File: src/rtl/spi_intmux_pkg.sv
package spi_intmux_pkg;

    typedef enum logic [1:0] {
        ST_IDLE    = 2'd0,
        ST_ACTIVE  = 2'd1,
        ST_BLOCKED = 2'd2
    } link_state_t;

endpackage

File: src/rtl/spi_pin_sync.sv
module spi_pin_sync #(
    parameter int          WIDTH   = 3,
    parameter logic [WIDTH-1:0] RST_VAL = '1
) (
    input  logic             clk,
    input  logic             rst_n,
    input  logic [WIDTH-1:0] pin_i,
    output logic [WIDTH-1:0] lvl_o,
    output logic [WIDTH-1:0] rise_o,
    output logic [WIDTH-1:0] fall_o
);

    // Two flops per pin for metastability, a third to find edges.
    for (genvar g = 0; g < WIDTH; g++) begin : g_pin
        logic meta_q;
        logic stab_q;
        logic prev_q;

        always_ff @(posedge clk or negedge rst_n) begin
            if (!rst_n) begin
                meta_q <= RST_VAL[g];
                stab_q <= RST_VAL[g];
                prev_q <= RST_VAL[g];
            end else begin
                meta_q <= pin_i[g];
                stab_q <= meta_q;
                prev_q <= stab_q;
            end
        end

        assign lvl_o[g]  = stab_q;
        assign rise_o[g] = stab_q & ~prev_q;
        assign fall_o[g] = ~stab_q & prev_q;
    end

endmodule

File: src/rtl/spi_tx_shifter.sv
module spi_tx_shifter #(
    parameter int WORD_W = 32
) (
    input  logic              clk,
    input  logic              rst_n,
    input  logic              load_i,
    input  logic [WORD_W-1:0] word_i,
    input  logic              shift_i,
    output logic              bit_o
);

    logic [WORD_W-1:0] sh_q;

    always_ff @(posedge clk or negedge rst_n) begin
        if (!rst_n) begin
            sh_q <= '0;
        end else if (load_i) begin
            sh_q <= word_i;
        end else if (shift_i) begin
            sh_q <= {sh_q[WORD_W-2:0], 1'b0};
        end
    end

    assign bit_o = sh_q[WORD_W-1];

endmodule

File: src/rtl/spi_rx_shifter.sv
module spi_rx_shifter #(
    parameter int WORD_W = 32,
    localparam int CNT_W = $clog2(WORD_W + 2)
) (
    input  logic              clk,
    input  logic              rst_n,
    input  logic              clear_i,
    input  logic              take_i,
    input  logic              bit_i,
    output logic [WORD_W-1:0] word_o,
    output logic [CNT_W-1:0]  count_o
);

    localparam logic [CNT_W-1:0] CNT_MAX = '1;

    logic [WORD_W-1:0] sh_q;
    logic [CNT_W-1:0]  cnt_q;

    always_ff @(posedge clk or negedge rst_n) begin
        if (!rst_n) begin
            sh_q  <= '0;
            cnt_q <= '0;
        end else if (clear_i) begin
            sh_q  <= '0;
            cnt_q <= '0;
        end else if (take_i) begin
            sh_q <= {sh_q[WORD_W-2:0], bit_i};
            if (cnt_q != CNT_MAX) begin
                cnt_q <= cnt_q + 1'b1;
            end
        end
    end

    assign word_o  = sh_q;
    assign count_o = cnt_q;

endmodule

File: src/rtl/spi_intmux_slave.sv
module spi_intmux_slave
    import spi_intmux_pkg::*;
#(
    parameter int WORD_W    = 32,
    parameter int GUARD_CYC = 3
) (
    input  logic              clk,
    input  logic              rst_n,
    input  logic              cs_n_pin,
    input  logic              sck_pin,
    input  logic              mosi_pin,
    output logic              miso,
    input  logic [WORD_W-1:0] tx_word,
    output logic [WORD_W-1:0] rx_word,
    output logic              rx_valid,
    output logic              frame_err,
    input  logic              irq_n
);

    localparam int CNT_W   = $clog2(WORD_W + 2);
    localparam int GUARD_W = $clog2(GUARD_CYC + 1);
    localparam logic [GUARD_W-1:0] GUARD_MAX = GUARD_W'(GUARD_CYC);
    localparam logic [CNT_W-1:0]   FULL_CNT  = CNT_W'(WORD_W);

    // Pin index inside the synchronizer bundle.
    localparam int P_CS   = 2;
    localparam int P_SCK  = 1;
    localparam int P_MOSI = 0;

    logic [2:0] pin_lvl, pin_rise, pin_fall;

    spi_pin_sync #(
        .WIDTH   (3),
        .RST_VAL (3'b111)
    ) u_sync (
        .clk    (clk),
        .rst_n  (rst_n),
        .pin_i  ({cs_n_pin, sck_pin, mosi_pin}),
        .lvl_o  (pin_lvl),
        .rise_o (pin_rise),
        .fall_o (pin_fall)
    );

    logic cs_lvl, cs_rise, cs_fall, sck_rise, sck_fall, mosi_lvl;
    assign cs_lvl   = pin_lvl[P_CS];
    assign cs_rise  = pin_rise[P_CS];
    assign cs_fall  = pin_fall[P_CS];
    assign sck_rise = pin_rise[P_SCK];
    assign sck_fall = pin_fall[P_SCK];
    assign mosi_lvl = pin_lvl[P_MOSI];

    // Counts sampled select-high cycles, saturating at the guard time.
    logic [GUARD_W-1:0] guard_q;
    logic               guard_ok;

    always_ff @(posedge clk or negedge rst_n) begin
        if (!rst_n) begin
            guard_q <= '0;
        end else if (!cs_lvl) begin
            guard_q <= '0;
        end else if (guard_q != GUARD_MAX) begin
            guard_q <= guard_q + 1'b1;
        end
    end

    assign guard_ok = (guard_q == GUARD_MAX);

    // State register.
    link_state_t state_q, state_d;

    always_ff @(posedge clk or negedge rst_n) begin
        if (!rst_n) begin
            state_q <= ST_IDLE;
        end else begin
            state_q <= state_d;
        end
    end

    // Next-state logic.
    always_comb begin
        state_d = state_q;
        unique case (state_q)
            ST_IDLE: begin
                if (cs_fall) begin
                    state_d = guard_ok ? ST_ACTIVE : ST_BLOCKED;
                end
            end
            ST_ACTIVE: begin
                if (cs_rise) begin
                    state_d = ST_IDLE;
                end
            end
            ST_BLOCKED: begin
                if (cs_rise) begin
                    state_d = ST_IDLE;
                end
            end
            default: state_d = ST_IDLE;
        endcase
    end

    // Output and datapath control.
    logic [CNT_W-1:0]  bits_seen;
    logic [WORD_W-1:0] rx_shift_word;
    logic              tx_bit;
    logic              start_load, bit_take, bit_advance, frame_end, word_ok;
    logic              in_xfer;

    always_comb begin
        start_load  = 1'b0;
        bit_take    = 1'b0;
        bit_advance = 1'b0;
        frame_end   = 1'b0;
        in_xfer     = 1'b0;
        unique case (state_q)
            ST_IDLE: begin
                start_load = cs_fall && guard_ok;
            end
            ST_ACTIVE: begin
                in_xfer     = 1'b1;
                bit_take    = sck_rise;
                bit_advance = sck_fall && (bits_seen != '0);
                frame_end   = cs_rise;
            end
            ST_BLOCKED: begin
                in_xfer = 1'b0;
            end
            default: in_xfer = 1'b0;
        endcase
        word_ok = frame_end && (bits_seen == FULL_CNT);
    end

    spi_tx_shifter #(
        .WORD_W (WORD_W)
    ) u_tx (
        .clk     (clk),
        .rst_n   (rst_n),
        .load_i  (start_load),
        .word_i  (tx_word),
        .shift_i (bit_advance),
        .bit_o   (tx_bit)
    );

    spi_rx_shifter #(
        .WORD_W (WORD_W)
    ) u_rx (
        .clk     (clk),
        .rst_n   (rst_n),
        .clear_i (start_load),
        .take_i  (bit_take),
        .bit_i   (mosi_lvl),
        .word_o  (rx_shift_word),
        .count_o (bits_seen)
    );

    // Result registers and strobes.
    always_ff @(posedge clk or negedge rst_n) begin
        if (!rst_n) begin
            rx_word   <= '0;
            rx_valid  <= 1'b0;
            frame_err <= 1'b0;
        end else begin
            rx_valid  <= word_ok;
            frame_err <= frame_end && !word_ok;
            if (word_ok) begin
                rx_word <= rx_shift_word;
            end
        end
    end

    assign miso = in_xfer ? tx_bit : irq_n;

endmodule

File: config.mk
export PLATFORM = sky130hd
export DESIGN_NAME = spi_intmux_slave
export DESIGN_NICKNAME = d
export VERILOG_FILES = /design/src/rtl/spi_intmux_pkg.sv /design/src/rtl/spi_pin_sync.sv /design/src/rtl/spi_tx_shifter.sv /design/src/rtl/spi_rx_shifter.sv /design/src/rtl/spi_intmux_slave.sv
export SDC_FILE = /design/constraint.sdc
export NUM_CORES = 1
export LEC_CHECK = 0
export BUFFER_PORTS_ARGS = -buffer_cell sky130_fd_sc_hd__clkbuf_2
export CAP_MARGIN = 40
export CORE_MARGIN = 2
export CORE_UTILIZATION = 45
export CTS_CLUSTER_SIZE = 14
export DETAILED_ROUTE_END_ITERATION = 10
export HOLD_SLACK_MARGIN = 0.02
export PLACE_DENSITY = 0.65
export SLEW_MARGIN = 5
export SYNTH_ARGS = -nofsm -noshare
export SYNTH_HDL_FRONTEND = slang
export SYNTH_HIERARCHICAL = 1
export SYNTH_SLANG_ARGS = --single-unit
File: constraint.sdc
create_clock -name clk -period 2.8 [get_ports clk]
set_input_delay 0.28 -clock clk [delete_from_list [all_inputs] [get_ports clk]]
set_output_delay 0.28 -clock clk [all_outputs]
set_load 0.01 [all_outputs]
=== After elaboration in Yosys (flattened, before gate mapping) ===
Cells that the tools add are included.

* Input port bits: 38
* Register bits: 116
* Word-level logic and storage cells: 67
* Output and inout bits: 35

* Add/subtract/negate cells: 2
* Equality and inequality tests: 9
* Reduce and logical (&&, ||, !) cells: 13
* Bitwise gates (word level): 8
* Muxes and demuxes: 19

{| class="wikitable"
|+ Operator list
! kind !! number
|-
| two-way mux 32 bit || 4
|-
| two-way mux 6 bit || 3
|-
| two-way mux 2 bit || 5
|-
| adder 6 x 1 -> 6 bit (second input constant) || 1
|-
| == test 6 bit (second input constant) || 1
|-
| two-way mux 1 bit || 6
|-
| inequality test 2 bit (second input constant) || 3
|-
| inequality test 6 bit (second input constant) || 1
|-
| nonzero test 2 bit || 3
|-
| nonzero test 6 bit || 1
|-
| AND 1 bit || 4
|-
| == test 2 bit (second input constant) || 2
|-
| logical AND 1 bit || 4
|-
| inverter 1 bit || 4
|-
| one-hot mux 2 bit (2 select lines) || 1
|-
| AND reduction 2 bit || 2
|-
| adder 2 x 1 -> 2 bit (second input constant) || 1
|-
| == test 2 x 1 -> 1 bit (second input constant) || 1
|-
| zero test 2 bit || 1
|-
| inequality test 2 x 1 -> 1 bit (second input constant) || 1
|-
| OR reduction 2 bit || 1
|-
| zero test 1 bit || 1
|}

=== Depth between registers and ports, before layout ===
Gate-level depths: netlist (run 1).

* Depth after elaboration: 6
* Mapped depth: 8
* Mapped depth without buffers: 7

=== Modules after synthesis ===
The synthesis (run 1) kept the hierarchy.

{| class="wikitable"
|+ By module, submodules not included
! module !! area each (µm²) !! seq. area each (µm²) !! instances !! cells each
|-
| spi_intmux_slave || 1687.9 || 950.9 || 1 || 103
|-
| spi_rx_shifter || 1649.1 || 950.9 || 1 || 139
|-
| spi_tx_shifter || 1512.7 || 800.8 || 1 || 139
|-
| spi_pin_sync || 296.5 || 236.5 || 1 || 18
|}

=== Worst setup path after synthesis (run 1) ===
OpenSTA, ideal clock, no wires.

* Path kind: register to register
* From: register u_rx.cnt_q[1] (netlist: u_rx/count_o[1])
* To: register rx_word[10]
* Buffers on the path: 2
* Stages on the path, launching flop included: 6
* Path slack: 0.757 ns
* Period minus slack after synthesis: 2.043 ns
* Required time: 2.675 ns
* Setup time: 0.125 ns
* Data arrival time: 1.918 ns
* Cells stage by stage: dfrtp_1 or4_4 or4_4 buf_6 buf_12 mux2_4

* Word-level cells in the longest chain between the ends: 2

{| class="wikitable"
|+ Ends and longest elaborated chain
! item !! RTL line !! RTL
|-
| from (decl) || spi_rx_shifter.sv:17 || <nowiki>logic [CNT_W-1:0] cnt_q;</nowiki>
|-
| from (signal assigned) || spi_rx_shifter.sv:29 || <nowiki>cnt_q <= cnt_q + 1'b1;</nowiki>
|-
| == test 6 bit || spi_intmux_slave.sv:130 || <nowiki>word_ok = frame_end && (bits_seen == FULL_CNT);</nowiki>
|-
| logical AND 1 bit || spi_intmux_slave.sv:130 ||
|-
| to (signal assigned) || spi_intmux_slave.sv:166 || <nowiki>rx_word <= rx_shift_word;</nowiki>
|-
| to (decl) || spi_intmux_slave.sv:14 || <nowiki>output logic [WORD_W-1:0] rx_word,</nowiki>
|}

No other way between the ends.
A chain may end at the register's enable or synchronous reset.

=== Worst setup path after layout (run 1) ===
* From: register u_rx.cnt_q[1] (netlist: u_rx/count_o[1])
* To: register rx_word[8]

The elaborated chain is that of the path after synthesis.

==> impl_results.md, run 1 <==
* TritonCTS clock tree: yes
* Die area at 0.0122 mm^2
* Ys Warns at 6
* Setup_tns at 0 ns
* Worst slew margin at 57.7%
* Hold_ws at 0.0820 ns
* Post-cts gate resize count at 0
* Commonest non-fill, non-tap cell in the layout: dfrtp_1
* Launch point of the worst reg-to-reg path: u_rx/count_o[1]
* Outcome: complete, no violations
* DRC Markers at 0
* Largest net degree at the start of global routing at 69
* Final worst path period share at 78.9%
* CTS clk-pin slew, worst paths at 0.05 ns
* Die width at 110 um
* IO buf count at 72
* CP max stage delay at 0.73 ns
* GRT overflow at 0
* Clk_skew at 0.00979 ns
* Critical Path End: rx_word[8]
* Layout cells sized above 1 at 31.7%
* Via Count at 3092
* Detail Route Antenna Nets at 0
* Gr usage total at 15.4%
* Initial antenna violation count at 0
* Ports at 73
* Worst Path Required at 3.08 ns
* Maxcap violations at 0
* Post-detail-place hpwl at 5610 um
* Setup crit start kind: flip-flop
* R2R depth at 3
* Antenna fix cells at 0
* Initial DRC Count at 195
* R2R Path End: rx_word[8]
* FILL cells at 945
* Max Clock Freq at 453 MHz
* Setup-failing EPs final at 0
* Detailed Route WL at 8720 um
* Worst skew pair latency at 0.41 ns
* Root buf cell: clkbuf_16
* Routed wire per std cell at 14.0 um
* Final Hold Vio Count at 0
* Post-Synthesis Cell Area at 0.00510 mm^2
* Fin crit period at 2.21 ns
* Syn-to-layout area delta at 19.8%
* Vias per inst at 4.96
* Slowest CP cell: or4_4
* Post-CTS Setup Inserts at 0
* Htree depth at 4
* Most frequent cells in the layout: dfrtp_1, clkbuf_2, mux2i_1
* Cell mode on critical path: or4_4
* Die H at 110 um
* Crit path arrival time at 2.49 ns
* CP Launch Point: u_rx/count_o[1]
* Post-Synthesis Cells at 395
* Crit Path Max Fanout at 33
* Crit path cell chain: or4_4 > or4_4 > mux2_4
* Critical path type: reg -> reg
* Mean Syn Cell Area at 12.9 um^2
* # clock sinks at 116
* Initial core utilization at 46.6%
* Reg2Reg Setup Slack at 0.59 ns
* First-pass GRT wire length at 15000 um
* Peak VDD IR at 363 uV
* Pwr dens at 765 mW/mm^2
* Num rows at 38
* Vias in the first global route at 3059
* Total CTS buffers at 17
* Unrepaired setup endpoints after global routing: no
* Slew Viols, Final at 0
* Hold crit path type: in -> reg
* CTS Buffer Depth at 2
* Net count reported at finish at 512
* Leakage at 0.00288 uW
* CP endpoint kind: flip-flop
* Gpl congestion at 0.749
* CORE AREA at 0.0109 mm^2
* Syn_nets at 437
* Initial DRT Pass Iterations at 4
* Tightest Pin Transition at 0.634 ns
-- worst max-delay path: cells and delay by family (launching register included) --
kind | cells | cell delay [ns]
and+or+nand+nor | 2 | 1.28
DFF | 1 | 0.41
muxes | 1 | 0.39
-- where the power goes --
part           switching (uW)  total (uW)  internal, uW  leakage, uW
logic                     233         467           233      0.00110
clock network             694        2120          1430     0.000285
registers                 147        2090          1940      0.00149
total                    1070        4680          3600      0.00288
-- what timing repair did --
action / in CTS / in global routing
endpoints found under the hold margin: 45 / 0
hold buffers: 4 / 0
setup endpoints to repair: 0 / 0
-- state kept, by name, indices dropped and copies added, names as in the netlist --
register,cells
u_sync/g_pin.meta_q,3
u_sync/g_pin.stab_q,3
rx_valid,1
u_tx/sh_q,32
guard_q,2
frame_err,1
u_sync/g_pin.prev_q,2
u_rx/word_o,32
u_rx/count_o,6
rx_word,32
state_q,2
-- stage by stage --
stage,util [%],instances,power (uW),instance area (um^2),setup WS [ns]
after global routing,55.9,623,4910,6110,0.530
after floorplan,-,395,2420,5100,0.757
final,55.9,623,4680,6110,0.590
after global placement,50.1,587,2550,5480,0.620
after CTS,55.9,623,4730,6110,0.584
after detailed placement,50.1,587,2590,5480,0.587
-- how the worst min path moves through the flow --
stage	end	start	cells after the start	slack [ns]
after floorplan	frame_err	rst_n	0	-0.02
after global placement	u_rx/word_o[12]	rst_n	1	0.34
after detailed placement	u_rx/word_o[12]	rst_n	1	0.35
after CTS	u_tx/sh_q[14]	tx_word[14]	3	0.07
after global routing	u_tx/sh_q[28]	tx_word[28]	3	0.09
final	u_tx/sh_q[14]	tx_word[14]	3	0.08
-- routing by layer --
layer / part of all wire, % / GRT usage, %
met1: 47 / 20.3
met2: 47 / 23.2
met3: 4.0 / 5.27
met4: 1.9 / 6.83
met5: 0 / 0
-- final cells by class --
class	count	area, um^2	share of cell area (%)
multi-input combinational	247	1930	31.6
tap	140	175	2.87
sequential	116	2910	47.7
inverter	7	27.5	0.450
clock inverter	4	72.6	1.19
clock buffer	28	517	8.45
timing repair buffer	81	478	7.82
Power figures use the tool's default switching activity.
==> inputs of run 2 (changes only) <==
--- a/config.mk
+++ b/config.mk
@@ -12,7 +12,7 @@
 export CTS_CLUSTER_SIZE = 14
 export DETAILED_ROUTE_END_ITERATION = 10
 export HOLD_SLACK_MARGIN = 0.02
-export PLACE_DENSITY = 0.65
+export PLACE_DENSITY = 0.68
 export SLEW_MARGIN = 5
 export SYNTH_ARGS = -nofsm -noshare
 export SYNTH_HDL_FRONTEND = slang
==> constraint.sdc (replaced) <==
create_clock -name clk -period 1.77 [get_ports clk]
set_input_delay 0.177 -clock clk [delete_from_list [all_inputs] [get_ports clk]]
set_output_delay 0.177 -clock clk [all_outputs]
set_load 0.01 [all_outputs]
==> impl_results.md, run 2 (same netlist as run 1, synthesis figures left out) <==
* Finished Layout Cells at 681 (+9.3%)
* Total CTS buffers at 17 (unchanged)
* Largest net degree at the start of global routing at 65 (-5.8%)
* CP endpoint kind: flip-flop
* Peak VDD IR at 810 uV (+120%)
* Worst slew margin at 74.9% (+17 points)
* Worst skew pair latency at 0.40 ns (about the same)
* Critical path type: reg -> reg
* Final Hold Vio Count at 0 (unchanged)
* Setup_tns at -12.76 ns (-12.76 ns)
* Maxcap violations at 0 (unchanged)
* Hold crit path type: in -> reg
* Commonest non-fill, non-tap cell in the layout: dfrtp_1
* Setup WS post-layout at -0.275 ns (-0.865 ns)
* Outcome: complete, but fails checks
* Initial core utilization at 46.6% (unchanged)
* Antenna fix cells at 0 (unchanged)
* Htree depth at 4 (unchanged)
* Most frequent cells in the layout: dfrtp_1, clkbuf_2, mux2i_1
* Pwr dens at 1130 mW/mm^2 (+48%)
* Die width at 110 um (unchanged)
* Register Area at 0.00291 mm^2 (unchanged)
* Routed wire per std cell at 15.4 um (+9.7%)
* Root buf cell: clkbuf_16
* Unrepaired setup endpoints after global routing: yes
* Initial DRT Pass Iterations at 5 (+1)
* Leakage at 0.00322 uW (+12%)
* # clock sinks at 116 (unchanged)
* Die H at 110 um (unchanged)
* Detail Route Antenna Nets at 0 (unchanged)
* Clk_skew at 0.0123 ns (+0.00250 ns)
* GRT overflow at 0 (unchanged)
* Initial antenna violation count at 0 (unchanged)
* Setup-failing EPs final at 64 (+64)
* Gpl congestion at 0.713 (-4.8%)
* Gr usage total at 16.7% (+1.3 points)
* Vias per inst at 4.99 (+0.45%)
* Worst Path Required at 2.05 ns (-1.03 ns)
* Post-Place Cells at 605 (+3.1%)
* DRC Markers at 0 (unchanged)
* Vias in the first global route at 3544 (+16%)
* FILL cells at 854 (-9.6%)
* Multi-input gate area at 0.00200 mm^2 (+3.4%)
* Post-Route Utilization at 62.6% (+6.7 points)
* Crit Path Max Fanout at 13 (-61%)
* Fin crit period at 2.05 ns (-0.165 ns)
* CTS clk-pin slew, worst paths at 0.05 ns (about the same)
* CTS Buffer Depth at 2 (unchanged)
* Setup crit start kind: flip-flop
* Die area at 0.0122 mm^2 (unchanged)
* Syn-to-layout area delta at 34.2%
* Crit path arrival time at 2.32 ns (-0.17 ns)
* First-pass GRT wire length at 16700 um (+11%)
* Num rows at 38 (unchanged)
* Slew Viols, Final at 0 (unchanged)
* Post-detail-place hpwl at 6190 um (+10%)
* TritonCTS clock tree: yes
* Detailed Route WL at 10500 um (+20%)
* CORE AREA at 0.0109 mm^2 (unchanged)
* Layout cells sized above 1 at 35.7% (+4.0 points)
* Via Count at 3395 (+9.8%)
* Violated checks: negative setup slack
* Max Clock Freq at 489 MHz (+8.0%)
* Net count reported at finish at 570 (+11%)
* Final worst path period share at 116% (+37 points)
* Ports at 73 (unchanged)
* IO buf count at 72 (unchanged)
* Initial DRC Count at 165 (-15%)
* Tightest Pin Transition at 0.376 ns (-0.259 ns)
==> run 2: per-stage QoR <==
stage	instance area [um^2]	hold WS, ns	power, uW	setup slack (ns)
floorplan	5100	-0.119	3830	-0.273
global placement	5680	-0.0174	4090	-0.225
detailed placement	5680	-0.0155	4180	-0.246
CTS	6630	0.0235	7700	-0.255
global route	6850	0.0193	8120	-0.297
finish	6850	0.0293	7750	-0.275
==> run 2: critical path, stage by stage (launching register included) <==
cell	delay, ns
dfrtp_1	0.37
or4_4	0.54
or4_4	0.49
clkbuf_16	0.22
mux2_4	0.30
==> run 2: repair_timing <==
item                                    4_1_cts  5_1_grt
gates cloned                                  0        4
pin swaps                                     0        4
endpoints found under the setup margin       38       91
hold endpoints to repair                    141        0
buffers inserted                              1        5
resized for setup                             3       20
hold buffers                                 34        0
==> run 2: layer usage <==
metal | routed length, um | vias to the layer above | part of all wire, % | track usage [%]
met2 | 5300 | 54 | 51 | 27.5
li1 | - | 1634 | - | -
met5 | 0 | - | 0 | 0
met3 | 284 | 13 | 2.7 | 4.72
met4 | 143 | 0 | 1.4 | 5.75
met1 | 4730 | 1694 | 45 | 21.3
==> run 2: final timing paths <==
| path | from | endpoint | slack [ns] | cells past startpoint |
|---|---|---|---|---|
| setup / recovery | u_rx/count_o[0] | rx_word[28] | -0.28 | 4 |
| hold / removal | tx_word[22] | u_tx/sh_q[22] | 0.03 | 3 |
| setup reg to reg | u_rx/count_o[0] | rx_word[28] | -0.28 | 4 |
| hold reg to reg | u_sync/g_pin[1].meta_q | u_sync/g_pin[1].stab_q | 0.36 | 0 |
| max in group asynchronous | rst_n | u_sync/g_pin[0].stab_q | 1.11 | 3 |
| min in group asynchronous | rst_n | u_rx/word_o[11] | 0.11 | 2 |
==> run 2: where the power goes <==
| group | leakage (uW) | switching [uW] | total, uW | internal, uW |
|---|---|---|---|---|
| registers | 0.00149 | 262 | 3340 | 3080 |
| clock network | 0.000294 | 1130 | 3410 | 2280 |
| logic | 0.00143 | 458 | 1000 | 543 |
==> run 2: final cells by class <==
type,instances,area share (%)
flip-flops and latches,116,42.5
multi-input cells,247,29.1
repair buffers,139,16.6
clock buffers,22,6.78
well taps,140,2.56
clock inverters,10,1.92
inverters,7,0.420
==> inputs of run 3 (changes only) <==
--- a/config.mk
+++ b/config.mk
@@ -12,6 +12,7 @@
 export CTS_CLUSTER_SIZE = 14
 export DETAILED_ROUTE_END_ITERATION = 10
 export HOLD_SLACK_MARGIN = 0.02
+export MAX_ROUTING_LAYER = met4
 export PLACE_DENSITY = 0.68
 export SLEW_MARGIN = 5
 export SYNTH_ARGS = -nofsm -noshare
==> impl_results.md, run 3 (same netlist as run 1, synthesis figures left out) <==
* Max Clock Freq at 486 MHz (-0.51%)
* Syn-to-layout area delta at 34.2% (unchanged)
* Setup crit start kind: flip-flop
* Setup-failing EPs final at 64 (unchanged)
* Net count reported at finish at 570 (unchanged)
* Die area at 0.0122 mm^2 (unchanged)
* Tightest Pin Transition at 0.373 ns (-0.00226 ns)
* Initial DRT Pass Iterations at 4 (-1)
* Die width at 110 um (unchanged)
* CP endpoint kind: flip-flop
* CORE AREA at 0.0109 mm^2 (unchanged)
* CTS Buffer Depth at 2 (unchanged)
* Peak VDD IR at 809 uV (about the same)
* Critical path type: reg -> reg
* Htree depth at 4 (unchanged)
* First-pass GRT wire length at 16700 um (about the same)
* Violated checks: negative setup slack
* Vias in the first global route at 3546 (+0.056%)
* Setup_tns at -13.15 ns (-0.392 ns)
* Crit Path Max Fanout at 6 (-7)
* Most frequent cells in the layout: dfrtp_1, clkbuf_2, mux2i_1
* Hold_ws at 0.0299 ns (+0.000607 ns)
* Maxcap violations at 0 (unchanged)
* Clock power share at 43.9% (about the same)
* # clock sinks at 116 (unchanged)
* Num rows at 38 (unchanged)
* Setup WS post-layout at -0.286 ns (-0.0105 ns)
* Hold crit path type: in -> reg
* Pwr dens at 1130 mW/mm^2 (about the same)
* Final worst path period share at 116% (+0.59 points)
* Detail Route Antenna Nets at 0 (unchanged)
* Total CTS buffers at 17 (unchanged)
* Crit path arrival time at 2.33 ns (about the same)
* Post-detail-place hpwl at 6190 um (unchanged)
* Largest net degree at the start of global routing at 65 (unchanged)
* Logic gate share of total power at 12.9% (about the same)
* Final Hold Vio Count at 0 (unchanged)
* Sw power at 1850 uW (about the same)
* Detailed Route WL at 10400 um (-0.36%)
* Vias per inst at 4.99 (unchanged)
* Slew Viols, Final at 0 (unchanged)
* Root buf cell: clkbuf_16
* Initial core utilization at 46.6% (unchanged)
* Initial DRC Count at 136 (-18%)
* CTS clk-pin slew, worst paths at 0.05 ns (about the same)
* Via Count at 3395 (unchanged)
* Worst skew pair latency at 0.40 ns (about the same)
* GRT overflow at 0 (unchanged)
* Gpl congestion at 0.721 (+1.1%)
* Unrepaired setup endpoints after global routing: yes
* Worst Path Required at 2.05 ns (about the same)
* Commonest non-fill, non-tap cell in the layout: dfrtp_1
* Seq pwr share at 43.2% (about the same)
* Gr usage total at 17.3% (+0.54 points)
* TritonCTS clock tree: yes
* Routed wire per std cell at 15.3 um (-0.36%)
* DRC Markers at 0 (unchanged)
* Pint at 5890 uW (about the same)
* Net Sw Frac at 23.9% (about the same)
* Worst slew margin at 75.1% (+0.15 points)
* Outcome: complete, but fails checks
* Die H at 110 um (unchanged)
* Clk_skew at 0.0125 ns (+0.000208 ns)
* Ports at 73 (unchanged)
* Initial antenna violation count at 0 (unchanged)
* Layout cells sized above 1 at 35.7% (unchanged)
* Fin crit period at 2.06 ns (+0.0105 ns)
* IO buf count at 72 (unchanged)
* Leakage at 0.00322 uW (unchanged)
* Antenna fix cells at 0 (unchanged)
-- run 3: cell counts in the layout (fill, tap and decap cells not counted) --
Identical to the previous run, type by type.
-- run 3: what timing repair did --
| action | in CTS | in global routing |
|---|---|---|
| gates cloned | 0 | 4 |
| gates resized for setup | 3 | 20 |
| hold buffers | 34 | 0 |
| pin swaps | 0 | 4 |
| hold endpoints to repair | 141 | 0 |
| endpoints found under the setup margin | 38 | 90 |
| setup buffers | 1 | 5 |
-- run 3: layer usage --
metal	vias to the layer above	routed length (um)	track usage, %
met3	14	322	4.39
li1	1636	-	-
met1	1687	4690	21.5
met4	0	150	6.00
met5	-	0	-
met2	58	5260	27.6
-- run 3: cell type report --
type                    count  area [um^2]
clock buffers              22          464
repair buffers            139         1140
well taps                 140          175
flip-flops and latches    116         2910
fillers                   854         4090
clock inverters            10          131
inverters                   7         28.8
multi-input cells         247         2000
-- run 3: final timing paths --
check | from | end | slack, ns | depth (start not counted)
min in group asynchronous | rst_n | u_rx/word_o[11] | 0.11 | 2
hold / removal | tx_word[22] | u_tx/sh_q[22] | 0.03 | 3
setup / recovery | u_rx/count_o[0] | rx_word[24] | -0.29 | 4
hold reg to reg | u_sync/g_pin[1].meta_q | u_sync/g_pin[1].stab_q | 0.36 | 0
setup reg to reg | u_rx/count_o[0] | rx_word[24] | -0.29 | 4
max in group asynchronous | rst_n | u_sync/g_pin[0].stab_q | 1.11 | 3
-- run 3: stage by stage --
step	util (%)	instance area [um^2]	total power, uW	setup slack, ns	std cells
after CTS	60.6	6630	7700	-0.255	672
after global placement	51.9	5680	4090	-0.225	605
after detailed placement	51.9	5680	4180	-0.246	605
after global routing	62.6	6850	8110	-0.310	681
final	62.6	6850	7740	-0.286	681
after floorplan	-	5100	3830	-0.273	395
-- run 3: critical path: stages, from the launching register on --
cell	delay, ns
dfrtp_1	0.37
or4_4	0.54
or4_4	0.50
buf_4	0.21
mux2_4	0.30
-- run 3: power groups by stage --
stage / Combinational [uW] / Sequential, uW / Clock (uW)
5_1_grt: 1110 / 3380 / 3620
2_1_floorplan: 551 / 3280 / 0
3_3_place_gp: 773 / 3320 / 0
4_1_cts: 906 / 3320 / 3470
3_5_place_dp: 825 / 3350 / 0
6_report: 1000 / 3340 / 3400
